<file path="config.mk">
export PLATFORM = sky130hd
export DESIGN_NAME = out_xfer_tracker
export DESIGN_NICKNAME = d
export VERILOG_FILES = /design/src/rtl/out_xfer_pkg.sv /design/src/rtl/xt_sat_dec.sv /design/src/rtl/xt_byte_ctr.sv /design/src/rtl/out_xfer_tracker.sv
export SDC_FILE = /design/constraint.sdc
export NUM_CORES = 1
export LEC_CHECK = 0
export ABC_AREA = 1
export BUFFER_PORTS_ARGS = -buffer_cell sky130_fd_sc_hd__buf_2
export CAP_MARGIN = 0
export CORE_UTILIZATION = 30
export DETAILED_ROUTE_END_ITERATION = 16
export SLEW_MARGIN = 0
export SYNTH_ARGS = -nofsm -noshare
export SYNTH_HDL_FRONTEND = slang
export SYNTH_SLANG_ARGS = --single-unit
export TNS_END_PERCENT = 50
</file>
<file path="constraint.sdc">
create_clock -name clk -period 2.59 [get_ports clk]
set_input_delay 0.259 -clock clk [delete_from_list [all_inputs] [get_ports clk]]
set_output_delay 0.259 -clock clk [all_outputs]
set_load 0.01 [all_outputs]
</file>
<file path="src/rtl/out_xfer_pkg.sv">
package out_xfer_pkg;
  localparam int SIZE_W_DEF  = 19;
  localparam int PKT_W_DEF   = 10;
  localparam int SETUP_W_DEF = 2;
  localparam int LEN_W_DEF   = 11;

  typedef struct packed {
    logic done;
    logic err;
    logic ovf;
    logic active;
  } xt_flags_t;
endpackage

</file>
<file path="src/rtl/xt_sat_dec.sv">
module xt_sat_dec #(
  parameter int W = 10
) (
  input  logic         clk,
  input  logic         rst_n,
  input  logic         load,
  input  logic [W-1:0] load_val,
  input  logic         dec,
  output logic [W-1:0] cnt,
  output logic         uf_evt
);
  function automatic logic [W-1:0] step_down(input logic [W-1:0] c);
    return (c == '0) ? '0 : c - W'(1);
  endfunction

  assign uf_evt = dec & ~load & (cnt == '0);

  always_ff @(posedge clk) begin
    if (!rst_n)    cnt <= '0;
    else if (load) cnt <= load_val;
    else if (dec)  cnt <= step_down(cnt);
  end
endmodule

</file>
<file path="src/rtl/xt_byte_ctr.sv">
module xt_byte_ctr #(
  parameter int SIZE_W = 19,
  parameter int LEN_W  = 11
) (
  input  logic              clk,
  input  logic              rst_n,
  input  logic              load,
  input  logic [SIZE_W-1:0] load_val,
  input  logic              drain,
  input  logic [LEN_W-1:0]  len,
  input  logic [LEN_W-1:0]  mps,
  input  logic              active,
  output logic [SIZE_W-1:0] size,
  output logic              uf_evt,
  output logic              done_evt
);
  function automatic logic [SIZE_W-1:0] remain(input logic [SIZE_W-1:0] s,
                                                input logic [LEN_W-1:0]  l);
    logic [SIZE_W-1:0] lx;
    lx = SIZE_W'(l);
    return (lx > s) ? '0 : s - lx;
  endfunction

  function automatic logic is_short(input logic [LEN_W-1:0] l,
                                    input logic [LEN_W-1:0] m);
    return l < m;
  endfunction

  logic [SIZE_W-1:0] nxt;
  assign nxt      = remain(size, len);
  assign uf_evt   = drain & ~load & (SIZE_W'(len) > size);
  assign done_evt = drain & ~load & active & ((nxt == '0) | is_short(len, mps));

  always_ff @(posedge clk) begin
    if (!rst_n)      size <= '0;
    else if (load)   size <= load_val;
    else if (drain)  size <= nxt;
  end
endmodule

</file>
<file path="src/rtl/out_xfer_tracker.sv">
module out_xfer_tracker #(
  parameter int SIZE_W  = out_xfer_pkg::SIZE_W_DEF,
  parameter int PKT_W   = out_xfer_pkg::PKT_W_DEF,
  parameter int SETUP_W = out_xfer_pkg::SETUP_W_DEF,
  parameter int LEN_W   = out_xfer_pkg::LEN_W_DEF
) (
  input  logic                              clk,
  input  logic                              rst_n,
  input  logic                              ep_is_ctrl,
  input  logic [LEN_W-1:0]                  ep_mps,
  input  logic                              cfg_wr,
  input  logic [SIZE_W+PKT_W+SETUP_W-1:0]   cfg_wdata,
  input  logic                              rx_wr,
  input  logic                              rx_wr_setup,
  input  logic                              rx_drain,
  input  logic [LEN_W-1:0]                  rx_drain_len,
  output logic [SIZE_W-1:0]                 xfer_size,
  output logic [PKT_W-1:0]                  pkt_cnt,
  output logic [SETUP_W-1:0]                setup_cnt,
  output logic                              xfer_active,
  output logic                              xfer_done,
  output logic                              cnt_err,
  output logic                              setup_ovf
);
  import out_xfer_pkg::*;

  localparam int PKT_LO   = SIZE_W;
  localparam int SETUP_LO = SIZE_W + PKT_W;
  localparam int CFG_W    = SIZE_W + PKT_W + SETUP_W;

  logic [SIZE_W-1:0]  ld_size;
  logic [PKT_W-1:0]   ld_pkt;
  logic [SETUP_W-1:0] ld_setup;
  logic               pkt_dec, setup_dec;
  logic               pkt_uf, setup_uf, byte_uf, done_evt;
  xt_flags_t          flags;

  assign ld_size   = cfg_wdata[SIZE_W-1:0];
  assign ld_pkt    = cfg_wdata[PKT_LO +: PKT_W];
  assign ld_setup  = ep_is_ctrl ? cfg_wdata[SETUP_LO +: SETUP_W] : '0;
  assign pkt_dec   = rx_wr & ~rx_wr_setup;
  assign setup_dec = rx_wr &  rx_wr_setup;

  xt_sat_dec #(.W(PKT_W)) u_pkt (
    .clk(clk), .rst_n(rst_n), .load(cfg_wr), .load_val(ld_pkt),
    .dec(pkt_dec), .cnt(pkt_cnt), .uf_evt(pkt_uf)
  );

  xt_sat_dec #(.W(SETUP_W)) u_setup (
    .clk(clk), .rst_n(rst_n), .load(cfg_wr), .load_val(ld_setup),
    .dec(setup_dec), .cnt(setup_cnt), .uf_evt(setup_uf)
  );

  xt_byte_ctr #(.SIZE_W(SIZE_W), .LEN_W(LEN_W)) u_bytes (
    .clk(clk), .rst_n(rst_n), .load(cfg_wr), .load_val(ld_size),
    .drain(rx_drain), .len(rx_drain_len), .mps(ep_mps),
    .active(flags.active), .size(xfer_size), .uf_evt(byte_uf),
    .done_evt(done_evt)
  );

  always_ff @(posedge clk) begin
    if (!rst_n) begin
      flags <= '0;
    end else if (cfg_wr) begin
      flags <= '{done: 1'b0, err: 1'b0, ovf: 1'b0, active: 1'b1};
    end else begin
      if (done_evt) begin
        flags.done   <= 1'b1;
        flags.active <= 1'b0;
      end
      if (pkt_uf | byte_uf) flags.err <= 1'b1;
      if (setup_uf)         flags.ovf <= 1'b1;
    end
  end

  assign xfer_active = flags.active;
  assign xfer_done   = flags.done;
  assign cnt_err     = flags.err;
  assign setup_ovf   = flags.ovf;

  if (CFG_W < 3) begin : g_bad_cfg
    initial $error("size word too narrow");
  end
endmodule

</file>
==> out/results.ini <==
[run_status]
status=finished clean

[grt]
grt_antenna_before_repair=0
grt_max_degree=35
grt_pass1_wl_um=15200
grt_overflow=0
track_usage=0.181
first_global_vias=3343

[synth]
yosysSeqAreaShare=0.227
synth.most_common_cell=nand2_1
netlist_instances=502
postSynthAreaPerCell_sq_um=6.15
ys.flop_type=dfxtp_1
syn_nets=585
yosys-top-cells-area=dfxtp_1 (23%), nand2_1 (21%), inv_1 (9.4%)
synth_edf_count=0
synth-seq-cells=35
synth_top_area_frac=0.227
yosys_warnings=0
synth_area_sq_um=3090
synth_cell_types=39
synth_common_cells=nand2_1 (169), inv_1 (77), nand3_1 (37)
synth_top_area_cell=dfxtp_1
synthArstFlopShare=0

[floorplan]
start_util=0.313
fp-row-count=36
io_pins=95
fp.dieH_um=103
die_area_sq_um=10700
die_w_um=103
core_area_sq_um=9860

[cts]
cts_sinks=35
clockBufferDepth=2
clk_latency_ns=0.29
cts_setup_buffers=0
h-tree-depth=2
root_buffer=clkbuf_8
hold_buffers=0
cts_tree=built
cts_buffers=5
clk_pin_slew_worst_paths_ns=0.07
post_cts_resized=0

[placement]
dp_cells=721
hpwl_um=7350
finalWeightedCongestion=0.858
portBuffers=94

[flow_run]
cap_violations=0

[timing]
finalMaxSlewViolations=0
rsz0062_at_grt=no
skew_ns=0.00809
finalSetupViolations=0
finalSetupTns_ns=0
worstMarginPinSlew_ns=0.614
slew_headroom=0.590
fin_crit_sh=0.908
period_needed_ns=2.35
hold_viol=0
max_freq_mhz=425

[cells_and_area]
syn_to_final_growth_pct=23.6
drive_above_1_share=0.224
diodes=0
layout.nets=679
seqCellArea_sq_um=701
final_cells=730
multi_input_area_sq_um=2030
fillers=1091

[setup_path]
end_kind=flop
worstSetupPathType=flop to flop
crit_required_ns=2.76
start_kind=flop
rrSetupSlack_ns=0.24
arrival_ns=2.52
critPathMaxFanout=3

[drt]
drt-initial-drc-count=121
wire_per_inst_um=12.6
drc=0
dr.pass1.iters=4
vias=3517
viasPerCell=4.82
ant_nets=0
wl_um=9180

[power_and_ir_drop]
leakage_nw=2.06
powerDensity_nw_per_um2=470
ir_drop_mv=0.289
finalPower_mw=1.79

[min_path]
hp-class=input port to flop

-- worst paths after layout --
check                          startpoint                      endpoint  cells after the start
max          u_bytes.size[0]$_SDFFE_PN0P_      xfer_active$_SDFFE_PN0P_                     17
min                          cfg_wdata[8]  u_bytes.size[8]$_SDFFE_PN0P_                      3
max reg2reg  u_bytes.size[0]$_SDFFE_PN0P_      xfer_active$_SDFFE_PN0P_                     17
min reg2reg        xfer_done$_SDFFE_PP0P_        xfer_done$_SDFFE_PP0P_                      2
-- cells by family (layout without fill, tap and decap cells) --
family,Yosys count,in the layout,share of synthesized area
AO/OA/AOI/OAI,58,58,0.126
buffers and inverters,95,189,0.122
flip-flops,35,35,0.227
XOR/XNOR,9,9,0.0255
adder cells (fa/ha/maj),23,23,0.0957
AND/OR/NAND/NOR,282,283,0.404
-- registers in the layout, indices dropped and copies added, names as in the netlist --
signal	flops
cnt_err	1
setup_ovf	1
u_setup.cnt	2
u_bytes.size	19
xfer_done	1
xfer_active	1
u_pkt.cnt	10
-- placed cells by master (no fill, tap or decap), drive strengths merged --
| cell | netlist | final |
|---|---|---|
| clkinv | 2 | 2 |
| a21o | 1 | 1 |
| nor2 | 39 | 39 |
| a221o | 1 | 1 |
| a31oi | 29 | 29 |
| dfxtp | 35 | 35 |
| xor2 | 7 | 7 |
| or2 | 1 | 1 |
| inv | 80 | 80 |
| nor3 | 5 | 5 |
| a2111o | 1 | 1 |
| nor4 | 2 | 2 |
| ha | 22 | 22 |
| nand2 | 177 | 177 |
| fa | 1 | 1 |
| clkbuf | 10 | 8 |
| o32ai | 1 | 1 |
| o2111ai | 1 | 1 |
| xnor2 | 2 | 2 |
| nand4 | 16 | 16 |
| o21ai | 7 | 7 |
| nand3 | 38 | 39 |
| a21oi | 16 | 16 |
| a21boi | 1 | 1 |
| nand3b | 4 | 4 |
| buf | 3 | 99 |
-- worst max-delay path, stage by stage, from the launching register on --
cell and delay [ns]:
dfxtp_1 0.37, inv_1 0.05, ha_1 0.17, inv_1 0.11, fa_2 0.23, nand2_2 0.07, a21oi_2 0.25, nand3_1 0.16
nand3_1 0.10, nand2_1 0.07, nand3_1 0.09, nand2_1 0.06, nor2_1 0.15, nand4_1 0.10, nand2_1 0.07, nand2_1 0.07
nand2_1 0.07, a21oi_2 0.05
-- where the power goes --
group	switching [mW]	internal, mW	leakage, nW
Clock	0.197	0.243	0.0515
Combinational	0.446	0.273	1.72
Sequential	0.0535	0.579	0.289
-- metal layers --
metal,share of wire,wire length [um],track usage
met1,0.46,4250,0.233
met2,0.45,4140,0.307
met3,0.069,638,0.0376
met4,0.016,151,0.0488
met5,0,0,0
-- metrics by stage --
stage / util / cell area [sq um] / hold WS, ns / setup slack (ns)
CTS: 0.385 / 3790 / 0.227 / 0.188
detailed placement: 0.375 / 3690 / 0.443 / 0.151
finish: 0.386 / 3810 / 0.240 / 0.238
global route: 0.386 / 3810 / 0.231 / 0.00140
global placement: 0.375 / 3690 / 0.445 / 0.159
floorplan: - / 3090 / 0.408 / 0.452
-- final cells by class --
| class | instances | share of cell area |
|---|---|---|
| repair buffers | 99 | 0.133 |
| well taps | 133 | 0.0436 |
| flip-flops and latches | 35 | 0.184 |
| multi-input cells | 373 | 0.531 |
| inverters | 82 | 0.0817 |
| clock buffers | 8 | 0.0263 |
Power figures use the tool's default switching activity.
